`config.mk`:
```
export PLATFORM = sky130hd
export DESIGN_NAME = nor_cmd_decoder
export DESIGN_NICKNAME = d
export VERILOG_FILES = /design/src/rtl/nor_cmd_pkg.sv /design/src/rtl/nor_bus_qual.sv /design/src/rtl/nor_busy_timer.sv /design/src/rtl/nor_sector_set.sv /design/src/rtl/nor_cmd_decoder.sv
export SDC_FILE = /design/constraint.sdc
export NUM_CORES = 1
export LEC_CHECK = 0
export BUFFER_PORTS_ARGS = -buffer_cell sky130_fd_sc_hd__buf_2
export CAP_MARGIN = 0
export CORE_AREA = 2 2 94 96
export CTS_BUF_LIST = sky130_fd_sc_hd__clkbuf_4 sky130_fd_sc_hd__clkbuf_8 sky130_fd_sc_hd__clkbuf_16
export CTS_CLUSTER_DIAMETER = 200
export DETAILED_ROUTE_END_ITERATION = 7
export DIE_AREA = 0 0 96 98
export PLACE_DENSITY_LB_ADDON = 0.2
export SKIP_LAST_GASP = 1
export SLEW_MARGIN = 40
export SYNTH_ARGS = -nofsm -noshare
export SYNTH_HDL_FRONTEND = slang
export SYNTH_HIERARCHICAL = 1
export SYNTH_SLANG_ARGS = --single-unit
```
`constraint.sdc`:
```
create_clock -name clk -period 12.8 [get_ports clk]
set_clock_uncertainty 0.2 [all_clocks]
set_input_delay 0.64 -clock clk [delete_from_list [all_inputs] [get_ports clk]]
set_output_delay 0.64 -clock clk [all_outputs]
set_load 0.01 [all_outputs]
```
`src/rtl/nor_cmd_pkg.sv`:
```
package nor_cmd_pkg;

    typedef enum logic [3:0] {
        ST_READ,
        ST_UNL1,
        ST_UNL2,
        ST_PROG_ARM,
        ST_ERS1,
        ST_ERS2,
        ST_ERS3,
        ST_AUTOSEL,
        ST_CFI,
        ST_PROG_BUSY,
        ST_CHIP_BUSY,
        ST_SECT_WIN,
        ST_SECT_BUSY,
        ST_SUSP
    } state_t;

    typedef enum logic [2:0] {
        MD_READ    = 3'd0,
        MD_AUTOSEL = 3'd1,
        MD_CFI     = 3'd2,
        MD_PROG    = 3'd3,
        MD_CHIP    = 3'd4,
        MD_WIN     = 3'd5,
        MD_SECT    = 3'd6,
        MD_SUSP    = 3'd7
    } mode_t;

    typedef enum logic [1:0] {
        OP_NONE = 2'd0,
        OP_PROG = 2'd1,
        OP_CHIP = 2'd2,
        OP_SECT = 2'd3
    } op_t;

    localparam logic [10:0] ADR_KEY1  = 11'h555;
    localparam logic [10:0] ADR_KEY2  = 11'h2AA;
    localparam logic [10:0] ADR_QUERY = 11'h055;

    localparam logic [7:0] CD_KEY1  = 8'hAA;
    localparam logic [7:0] CD_KEY2  = 8'h55;
    localparam logic [7:0] CD_PROG  = 8'hA0;
    localparam logic [7:0] CD_ESET  = 8'h80;
    localparam logic [7:0] CD_IDENT = 8'h90;
    localparam logic [7:0] CD_CHIP  = 8'h10;
    localparam logic [7:0] CD_SECT  = 8'h30;
    localparam logic [7:0] CD_SUSP  = 8'hB0;
    localparam logic [7:0] CD_QUERY = 8'h98;
    localparam logic [7:0] CD_EXIT  = 8'hF0;

    // decoded view of one bus clock
    typedef struct packed {
        logic wr;
        logic exit_any;
        logic key1;
        logic key2;
        logic prog_cmd;
        logic eset_cmd;
        logic ident_cmd;
        logic chip_cmd;
        logic sect_any;
        logic susp_any;
        logic query_cmd;
    } cmd_t;

endpackage

```
`src/rtl/nor_bus_qual.sv`:
```
module nor_bus_qual
    import nor_cmd_pkg::*;
(
    input  logic        ce_n,
    input  logic        we_n,
    input  logic        oe_n,
    input  logic [10:0] addr_lo,
    input  logic [7:0]  data_lo,
    output cmd_t        cmd
);

    logic wr;
    logic at_k1;
    logic at_k2;
    logic at_q;

    assign wr    = !ce_n && !we_n && oe_n;
    assign at_k1 = (addr_lo == ADR_KEY1);
    assign at_k2 = (addr_lo == ADR_KEY2);
    assign at_q  = (addr_lo == ADR_QUERY);

    always_comb begin
        cmd           = '0;
        cmd.wr        = wr;
        cmd.exit_any  = wr && (data_lo == CD_EXIT);
        cmd.key1      = wr && at_k1 && (data_lo == CD_KEY1);
        cmd.key2      = wr && at_k2 && (data_lo == CD_KEY2);
        cmd.prog_cmd  = wr && at_k1 && (data_lo == CD_PROG);
        cmd.eset_cmd  = wr && at_k1 && (data_lo == CD_ESET);
        cmd.ident_cmd = wr && at_k1 && (data_lo == CD_IDENT);
        cmd.chip_cmd  = wr && at_k1 && (data_lo == CD_CHIP);
        cmd.sect_any  = wr && (data_lo == CD_SECT);
        cmd.susp_any  = wr && (data_lo == CD_SUSP);
        cmd.query_cmd = wr && at_q && (data_lo == CD_QUERY);
    end

endmodule

```
`src/rtl/nor_busy_timer.sv`:
```
module nor_busy_timer #(
    parameter int CNT_W = 5
) (
    input  logic             clk,
    input  logic             rst_n,
    input  logic             load,
    input  logic [CNT_W-1:0] load_val,
    input  logic             run,
    output logic             done
);

    logic [CNT_W-1:0] cnt;

    always_ff @(posedge clk or negedge rst_n) begin
        if (!rst_n) begin
            cnt <= '0;
        end else if (load) begin
            cnt <= load_val;
        end else if (run && (cnt != '0)) begin
            cnt <= cnt - 1'b1;
        end
    end

    assign done = run && !load && (cnt == CNT_W'(1));

endmodule

```
`src/rtl/nor_sector_set.sv`:
```
module nor_sector_set #(
    parameter int SECT_W = 2,
    localparam int NSECT = 1 << SECT_W
) (
    input  logic              clk,
    input  logic              rst_n,
    input  logic              first,
    input  logic              add,
    input  logic              clr,
    input  logic [SECT_W-1:0] idx,
    output logic [NSECT-1:0]  map
);

    logic [NSECT-1:0] hit;

    for (genvar i = 0; i < NSECT; i++) begin : g_hit
        assign hit[i] = (idx == SECT_W'(i));
    end

    always_ff @(posedge clk or negedge rst_n) begin
        if (!rst_n) begin
            map <= '0;
        end else if (first) begin
            map <= hit;
        end else if (add) begin
            map <= map | hit;
        end else if (clr) begin
            map <= '0;
        end
    end

endmodule

```
`src/rtl/nor_cmd_decoder.sv`:
```
module nor_cmd_decoder
    import nor_cmd_pkg::*;
#(
    parameter int ADDR_W     = 12,
    parameter int SECT_W     = 2,
    parameter int PROG_CYC   = 6,
    parameter int CERASE_CYC = 24,
    parameter int SERASE_CYC = 16,
    parameter int WIN_CYC    = 8
) (
    input  logic                     clk,
    input  logic                     rst_n,
    input  logic                     ce_n,
    input  logic                     we_n,
    input  logic                     oe_n,
    input  logic [ADDR_W-1:0]        addr,
    input  logic [15:0]              wdata,
    output logic [2:0]               mode_o,
    output logic                     eng_start,
    output logic [1:0]               eng_op,
    output logic [ADDR_W-1:0]        eng_addr,
    output logic [15:0]              eng_data,
    output logic [(1<<SECT_W)-1:0]   sect_map,
    output logic                     busy
);

    localparam int MAX_A = (PROG_CYC > CERASE_CYC) ? PROG_CYC : CERASE_CYC;
    localparam int MAX_B = (MAX_A > SERASE_CYC) ? MAX_A : SERASE_CYC;
    localparam int ENG_W = $clog2(MAX_B + 1);
    localparam int WIN_W = $clog2(WIN_CYC + 1);

    state_t st;
    state_t nxt;
    cmd_t   c;

    logic             launch;
    op_t              launch_op;
    logic             win_load;
    logic             sect_first;
    logic             sect_add;
    logic             sect_clr;
    logic             eng_run;
    logic             eng_done;
    logic             win_run;
    logic             win_done;
    logic [ENG_W-1:0] eng_len;

    nor_bus_qual u_qual (
        .ce_n    (ce_n),
        .we_n    (we_n),
        .oe_n    (oe_n),
        .addr_lo (addr[10:0]),
        .data_lo (wdata[7:0]),
        .cmd     (c)
    );

    // next state and side actions
    always_comb begin
        nxt        = st;
        launch     = 1'b0;
        launch_op  = OP_NONE;
        win_load   = 1'b0;
        sect_first = 1'b0;
        sect_add   = 1'b0;
        sect_clr   = 1'b0;
        unique case (st)
            ST_READ: begin
                if (c.key1)           nxt = ST_UNL1;
                else if (c.query_cmd) nxt = ST_CFI;
            end
            ST_UNL1: begin
                if (c.wr) nxt = c.key2 ? ST_UNL2 : ST_READ;
            end
            ST_UNL2: begin
                if (c.prog_cmd)       nxt = ST_PROG_ARM;
                else if (c.eset_cmd)  nxt = ST_ERS1;
                else if (c.ident_cmd) nxt = ST_AUTOSEL;
                else if (c.wr)        nxt = ST_READ;
            end
            ST_PROG_ARM: begin
                if (c.wr) begin
                    nxt       = ST_PROG_BUSY;
                    launch    = 1'b1;
                    launch_op = OP_PROG;
                end
            end
            ST_ERS1: begin
                if (c.wr) nxt = c.key1 ? ST_ERS2 : ST_READ;
            end
            ST_ERS2: begin
                if (c.wr) nxt = c.key2 ? ST_ERS3 : ST_READ;
            end
            ST_ERS3: begin
                if (c.chip_cmd) begin
                    nxt       = ST_CHIP_BUSY;
                    launch    = 1'b1;
                    launch_op = OP_CHIP;
                end else if (c.sect_any) begin
                    nxt        = ST_SECT_WIN;
                    win_load   = 1'b1;
                    sect_first = 1'b1;
                end else if (c.wr) begin
                    nxt = ST_READ;
                end
            end
            ST_AUTOSEL: begin
                if (c.exit_any)       nxt = ST_READ;
                else if (c.query_cmd) nxt = ST_CFI;
            end
            ST_CFI: begin
                if (c.exit_any) nxt = ST_READ;
            end
            ST_PROG_BUSY, ST_CHIP_BUSY: begin
                if (eng_done) nxt = ST_READ;
            end
            ST_SECT_WIN: begin
                if (c.sect_any) begin
                    win_load = 1'b1;
                    sect_add = 1'b1;
                end else if (win_done) begin
                    nxt       = ST_SECT_BUSY;
                    launch    = 1'b1;
                    launch_op = OP_SECT;
                end
            end
            ST_SECT_BUSY: begin
                if (eng_done) begin
                    nxt      = ST_READ;
                    sect_clr = 1'b1;
                end else if (c.susp_any) begin
                    nxt = ST_SUSP;
                end
            end
            ST_SUSP: begin
                if (c.sect_any) nxt = ST_SECT_BUSY;
            end
            default: nxt = ST_READ;
        endcase
    end

    // state register
    always_ff @(posedge clk or negedge rst_n) begin
        if (!rst_n) st <= ST_READ;
        else        st <= nxt;
    end

    // outputs decoded from state
    always_comb begin
        unique case (st)
            ST_AUTOSEL:   mode_o = MD_AUTOSEL;
            ST_CFI:       mode_o = MD_CFI;
            ST_PROG_BUSY: mode_o = MD_PROG;
            ST_CHIP_BUSY: mode_o = MD_CHIP;
            ST_SECT_WIN:  mode_o = MD_WIN;
            ST_SECT_BUSY: mode_o = MD_SECT;
            ST_SUSP:      mode_o = MD_SUSP;
            default:      mode_o = MD_READ;
        endcase
    end

    assign eng_run = (st == ST_PROG_BUSY) || (st == ST_CHIP_BUSY) || (st == ST_SECT_BUSY);
    assign win_run = (st == ST_SECT_WIN);
    assign busy    = eng_run;

    always_comb begin
        unique case (launch_op)
            OP_PROG: eng_len = ENG_W'(PROG_CYC);
            OP_CHIP: eng_len = ENG_W'(CERASE_CYC);
            OP_SECT: eng_len = ENG_W'(SERASE_CYC);
            default: eng_len = '0;
        endcase
    end

    // start pulse and program operands
    always_ff @(posedge clk or negedge rst_n) begin
        if (!rst_n) begin
            eng_start <= 1'b0;
            eng_op    <= OP_NONE;
            eng_addr  <= '0;
            eng_data  <= '0;
        end else begin
            eng_start <= launch;
            eng_op    <= launch ? launch_op : OP_NONE;
            if (launch && (launch_op == OP_PROG)) begin
                eng_addr <= addr;
                eng_data <= wdata;
            end
        end
    end

    nor_busy_timer #(.CNT_W(ENG_W)) u_eng_tmr (
        .clk      (clk),
        .rst_n    (rst_n),
        .load     (launch),
        .load_val (eng_len),
        .run      (eng_run),
        .done     (eng_done)
    );

    nor_busy_timer #(.CNT_W(WIN_W)) u_win_tmr (
        .clk      (clk),
        .rst_n    (rst_n),
        .load     (win_load),
        .load_val (WIN_W'(WIN_CYC)),
        .run      (win_run),
        .done     (win_done)
    );

    nor_sector_set #(.SECT_W(SECT_W)) u_sect (
        .clk   (clk),
        .rst_n (rst_n),
        .first (sect_first),
        .add   (sect_add),
        .clr   (sect_clr),
        .idx   (addr[ADDR_W-1 -: SECT_W]),
        .map   (sect_map)
    );

endmodule

```
Word level (Yosys, flattened, before mapping)
Cells that the tools add are included.
{"block": "classes", "addsub": 2, "multipliers": 0, "n_div": 0, "order_cmp": 0, "n_eq_ne": 44, "n_shift": 0, "mux": 51, "bitwise_logic": 1, "n_reduce_logical": 37}
{"cell": "2-to-1 mux 4 bit", "count": 25}
{"cell": "== test 8 bit, second input constant", "count": 7}
{"cell": "one-hot mux 4 bit (13 select lines)", "count": 1}
{"cell": "== test 4 bit, second input constant", "count": 6}
{"cell": "logical AND 1 bit", "count": 22}
{"cell": "one-hot mux 3 bit (7 select lines)", "count": 1}
{"cell": "== test 4 x 3 -> 1 bit, second input constant", "count": 4}
{"cell": "one-hot mux 5 bit (3 select lines)", "count": 1}
{"cell": "== test 11 x 10 -> 1 bit, second input constant", "count": 1}
{"cell": "== test 11 bit, second input constant", "count": 1}
{"cell": "== test 11 x 7 -> 1 bit, second input constant", "count": 1}
{"cell": "2-to-1 mux 1 bit", "count": 11}
{"cell": "2-to-1 mux 2 bit", "count": 5}
{"cell": "2-to-1 mux 5 bit", "count": 2}
{"cell": "!= test 2 bit, second input constant", "count": 5}
{"cell": "AND reduction 10 bit", "count": 1}
{"cell": "== test 2 bit, second input constant", "count": 4}
{"cell": "== test 4 x 1 -> 1 bit, second input constant", "count": 2}
{"cell": "== test 4 x 2 -> 1 bit, second input constant", "count": 2}
{"cell": "== test 8 x 5 -> 1 bit, second input constant", "count": 1}
{"cell": "== test 8 x 6 -> 1 bit, second input constant", "count": 1}
{"cell": "== test 8 x 7 -> 1 bit, second input constant", "count": 1}
{"cell": "!= test 2 x 1 -> 1 bit, second input constant", "count": 4}
{"cell": "2-to-1 mux 3 bit", "count": 2}
{"cell": "18 further kinds", "count": 24}
{"block": "word_totals", "regBits": 48, "latchBits": 0, "ramBits": 0, "rom_bits": 0, "in_bits": 33, "output_inout_bits": 39, "word_cells": 143, "n_memories": 0}

Longest topological paths before layout
{"block": "depth", "depth_word": 21, "depth_mapped": 21, "depth_no_buf": 18}

Hierarchy
The synthesis kept the hierarchy.
{"module": "nor_cmd_decoder", "instances": 1, "cells_each": 225, "area_each_um2": 1821.7, "seq_area_each_um2": 875.8}
{"module": "nor_busy_timer (u_eng_tmr)", "instances": 1, "cells_each": 37, "area_each_um2": 339.1, "seq_area_each_um2": 125.1}
{"module": "nor_busy_timer (u_win_tmr)", "instances": 1, "cells_each": 31, "area_each_um2": 279.0, "seq_area_each_um2": 100.1}
{"module": "nor_bus_qual", "instances": 1, "cells_each": 40, "area_each_um2": 266.5, "seq_area_each_um2": 0.0}
{"module": "nor_sector_set", "instances": 1, "cells_each": 16, "area_each_um2": 177.7, "seq_area_each_um2": 100.1}

Worst setup path before layout
OpenSTA, ideal clock, no wires.
{"block": "synth_timing", "kind": "input -> register", "start": "input wdata[0]", "end": "register st[2]", "setup_ps": 125, "arrival_ps": 4359, "required_ps": 12475, "path_slack_ps": 8116, "cell_stages": 20, "n_path_buf": 3, "path_cell_list": "nor4_4 -> nand4_1 -> nor3_1 -> nand2b_1 -> nor3_1 -> or2_1 -> buf_6 -> nor4_1 -> nor2b_1 -> nand2_1 -> nand3_1 -> clkbuf_1 -> nor2_1 -> nand3_1 -> nor3_1 -> nand2b_1 -> o32ai_1 -> or4_4 -> buf_6 -> mux2_4"}
{"element": "from (decl)", "line": "nor_cmd_decoder.sv:17", "source": "input logic [15:0] wdata,"}
{"element": "to (signal assigned)", "line": "nor_cmd_decoder.sv:144", "source": "else st <= nxt;"}
{"element": "to (decl)", "line": "nor_cmd_decoder.sv:32", "source": "state_t st;"}

==> impl_metrics.tcl <==
set metrics [dict create \
    status "completed" \
    timing.final.setup_violations 0 \
    leak_pwr_nw 1.72 \
    cts-hold-fix-buffers 0 \
    diodes_inserted 0 \
    drc_errors 0 \
    worst_path_most_repeated_cell "sky130_fd_sc_hd__nor3_1" \
    cts_root_buffer "sky130_fd_sc_hd__clkbuf_8" \
    stdcell_area_um2 3400 \
    grt_start_max_net_pins 49 \
    report.final.slew_viol_count 0 \
    syn-instance-count 349 \
    worstRegToRegCells 14 \
    cp-startpoint "we_n" \
    tritoncts "built" \
    number_of_vias_per_cell 5.05 \
    post-route-util_pct 40.2 \
    synth-compound-area-share_pct 11.1 \
    cts_sinks 48 \
    final_cell_count_no_fill 523 \
    grt_antenna_before_repair 0 \
    reg2reg_to "st[2]$_DFFE_PN0P_" \
    tightest_slew_ns 0.637 \
    boundaryPins 72 \
    area.sequential_um2 1200 \
    die_y_um 98 \
    worst_skew_pair.late_latency_ns 0.31 \
    fmax_ghz 0.189 \
    r2r-start "st[1]$_DFFE_PN0P_" \
    async_reset_ff_share_pct 100 \
    ctsResizeCount 0 \
    hold_violations 0 \
    setup_total_negative_slack_ns 0 \
    critical_path_required_ns 12.80 \
    drive_gt1_share_pct 23.1 \
    globalplace.congestion 0.832 \
    master_of_the_slowest_instance_on_the_critical_path "sky130_fd_sc_hd__nor3_1" \
    grt_first_pass_wirelength_um 12300 \
    powerDensity_nw_per_um2 83.0 \
    synth.area.top_cells "sky130_fd_sc_hd__dfrtp_1 42%, sky130_fd_sc_hd__nand2_1 14%, sky130_fd_sc_hd__nor2_1 2.3%" \
    synth-xor-area-share_pct 0.911 \
    worstSetupPathType "in2reg" \
    fp.coreArea_um2 8470 \
    drt.antenna.violating_nets 0 \
    routed_wl_um 7420 \
    crit_path_start_kind "primary input" \
    overflow 0 \
    final_nets 451 \
    critical-path-top-delay-family "simple AND/OR/NAND/NOR gates" \
    crit_end "st[2]$_DFFE_PN0P_" \
    timing.reg2reg.setup_slack_ns 8.04 \
    cp_cell_sequence "buf_2 > nor3b_4 > nand4_1 > nor3_1 > nand2b_1 > nor3_1 > or2_1 > nor4_1 > nor2b_1 > nand2_1 > nand3_1 > nor2_1 > nand3_1 > nor3_1 > nand2b_1 > o32ai_1 > or4_4 > mux2_4" \
    ctsLongestPathBuffers 2 \
    post_synth_num_cell_types 60 \
    finalWorstSetupSlack_ns 7.51 \
    dpl_cell_area_um2 3290 \
    synthFlopType "sky130_fd_sc_hd__dfrtp_1" \
    post-place-ws_ns 7.18 \
    total_number_of_vias 2639 \
    dr.first_iter.drc_count 163 \
    via_count_of_the_first_global_routing_pass 2499 \
    synthesis.area_per_instance_um2 8.26 \
    synth_top_cell_area_share_pct 41.6 \
    drt_pass1_iterations 4 \
    synth.ff_latch_count 48 \
    peakVddDrop_mv 0.0405 \
    start_util_pct 34.1 \
    floorplan.rows 34 \
    die_w_um 96 \
    crit_path_end_kind "register" \
    synth-seq-area-share_pct 41.6 \
    total_area_of_multi_input_combinational_cells_um2 1510 \
    final.fill_count 879 \
    postCtsSetupBuffers 0 \
    maxSlewHeadroom_pct 57.1 \
    number_of_buffers_added_by_the_clock_tree_synthesis_step 5 \
    max-cap-violations 0 \
    design.die.area_um2 9410 \
    finalWorstPathRequiredPeriod_ns 5.29 \
    critical_path_peak_fanout 15 \
    hp-class "in2async" \
    port_buffers 71 \
    clk_transition_reported_paths_ns 0.09 \
    slowest_delay_ns 0.47 \
    largest_family_of_logic_cells_by_synthesized_area "simple AND/OR/NAND/NOR gates" \
    most_used_cells_in_the_layout_excluding_fill_and_tap_cells "107 x sky130_fd_sc_hd__nand2_1, 70 x sky130_fd_sc_hd__buf_2, 48 x sky130_fd_sc_hd__dfrtp_1" \
    synth.largest_area_cell "sky130_fd_sc_hd__dfrtp_1" \
    synth.area.mux_share_pct 0.868 \
    cp.arrival_ns 5.29 \
    synth.yosys.warnings 6 \
    path_depth 18 \
    layout.cells.most_common "sky130_fd_sc_hd__nand2_1" \
    total_routing_usage_reported_by_global_routing_pct 16.3 \
    yosys.area_share.simple_pct 37.3 \
    final_min_period_over_clock_period_pct 41.3 \
    cts.htree.levels 2 \
    synth_enable_flop_cells 0 \
    routed_wire_length_per_instance_um 14.2 \
    rsz0062_at_grt "false" \
    dp.final_hpwl_um 5490 \
    post_synth_instance_area_um2 2880 \
    area_growth_pct 18.0 \
    dp.cells 515 \
    critical_path_buffers_and_inverters 1 \
    synth-adder-area-share_pct 1.74 \
]
-- logic make-up after synthesis --
group / count (synthesis)
AOI/OAI and AO/OA: 46
xor gates and xnor gates: 3
adders and majority gates: 4
buffers and inverters: 36
DFF: 48
muxes: 2
other: 2
and+or+nand+nor: 208
-- cells in the mapped netlist, types with 6 or more instances --
library cell / n
sky130_fd_sc_hd__clkbuf_1: 8
sky130_fd_sc_hd__a21oi_1: 10
sky130_fd_sc_hd__nand2_1: 107
sky130_fd_sc_hd__inv_1: 14
sky130_fd_sc_hd__nand2b_1: 10
sky130_fd_sc_hd__o32ai_1: 6
sky130_fd_sc_hd__nand4_1: 6
sky130_fd_sc_hd__nor3_1: 13
sky130_fd_sc_hd__o21ai_1: 6
sky130_fd_sc_hd__nand3_1: 7
sky130_fd_sc_hd__nor2_1: 18
sky130_fd_sc_hd__nor2b_1: 9
sky130_fd_sc_hd__dfrtp_1: 48
-- registers in the layout, summed over array words and instances, names as in the netlist --
name           flops
st                 4
u_sect/map         4
eng_start          1
eng_addr          12
eng_op             2
u_win_tmr/cnt      4
eng_data          16
u_eng_tmr/cnt      5
-- layer usage --
layer	up-vias	wire [um]	global-route usage, %
met1	1233	3590	24.0
li1	1329	-	-
met3	7	403	2.93
met4	0	76	4.07
met5	-	0	0
met2	70	3350	24.6
-- metrics by stage --
stage,total power (W),hold slack (ns)
2_1_floorplan,0.000158,0.144
3_3_place_gp,0.000170,0.251
3_5_place_dp,0.000170,0.257
4_1_cts,0.000287,0.157
5_1_grt,0.000294,0.180
6_report,0.000283,0.135
-- report_power, final --
part           switching [W]  total [W]  internal [W]
Sequential       0.000000117   0.000152      0.000152
Clock              0.0000566   0.000115     0.0000589
Combinational     0.00000991  0.0000153    0.00000543
Total              0.0000666   0.000283      0.000216
-- worst min-delay path by stage --
stage | start | endpoint | slack (ns) | depth (start not counted)
finish | rst_n | eng_addr[7]$_DFFE_PN0P_ | 0.13 | 1
global route | rst_n | eng_addr[7]$_DFFE_PN0P_ | 0.18 | 1
CTS | rst_n | u_sect/map[0]$_DFFE_PN0P_ | 0.16 | 1
detailed placement | eng_data[12]$_DFFE_PN0P_ | eng_data[12]$_DFFE_PN0P_ | 0.26 | 2
global placement | eng_data[8]$_DFFE_PN0P_ | eng_data[8]$_DFFE_PN0P_ | 0.25 | 2
floorplan | rst_n | eng_addr[0]$_DFFE_PN0P_ | 0.14 | 0
-- worst reg2reg max path, stage by stage (launching register included) --
cell and delay, ns:
sky130_fd_sc_hd__dfrtp_1 0.75, sky130_fd_sc_hd__nand2b_1 0.29, sky130_fd_sc_hd__nor3_1 0.53, sky130_fd_sc_hd__or2_1 0.34
sky130_fd_sc_hd__nor4_1 0.10, sky130_fd_sc_hd__nor2b_1 0.16, sky130_fd_sc_hd__nand2_1 0.15, sky130_fd_sc_hd__nand3_1 0.39
sky130_fd_sc_hd__nor2_1 0.24, sky130_fd_sc_hd__nand3_1 0.09, sky130_fd_sc_hd__nor3_1 0.36, sky130_fd_sc_hd__nand2b_1 0.19
sky130_fd_sc_hd__o32ai_1 0.09, sky130_fd_sc_hd__or4_4 0.47, sky130_fd_sc_hd__mux2_4 0.31
-- area by class of cell --
cell class,instances,area share [%]
Sequential cell,48,35.3
Multi-Input combinational cell,268,44.5
Inverter,19,2.10
Clock inverter,3,1.40
Clock buffer,5,2.02
Tap cell,108,3.97
Timing Repair Buffer,72,10.7
No activity file was read; power rests on OpenSTA's default activity.
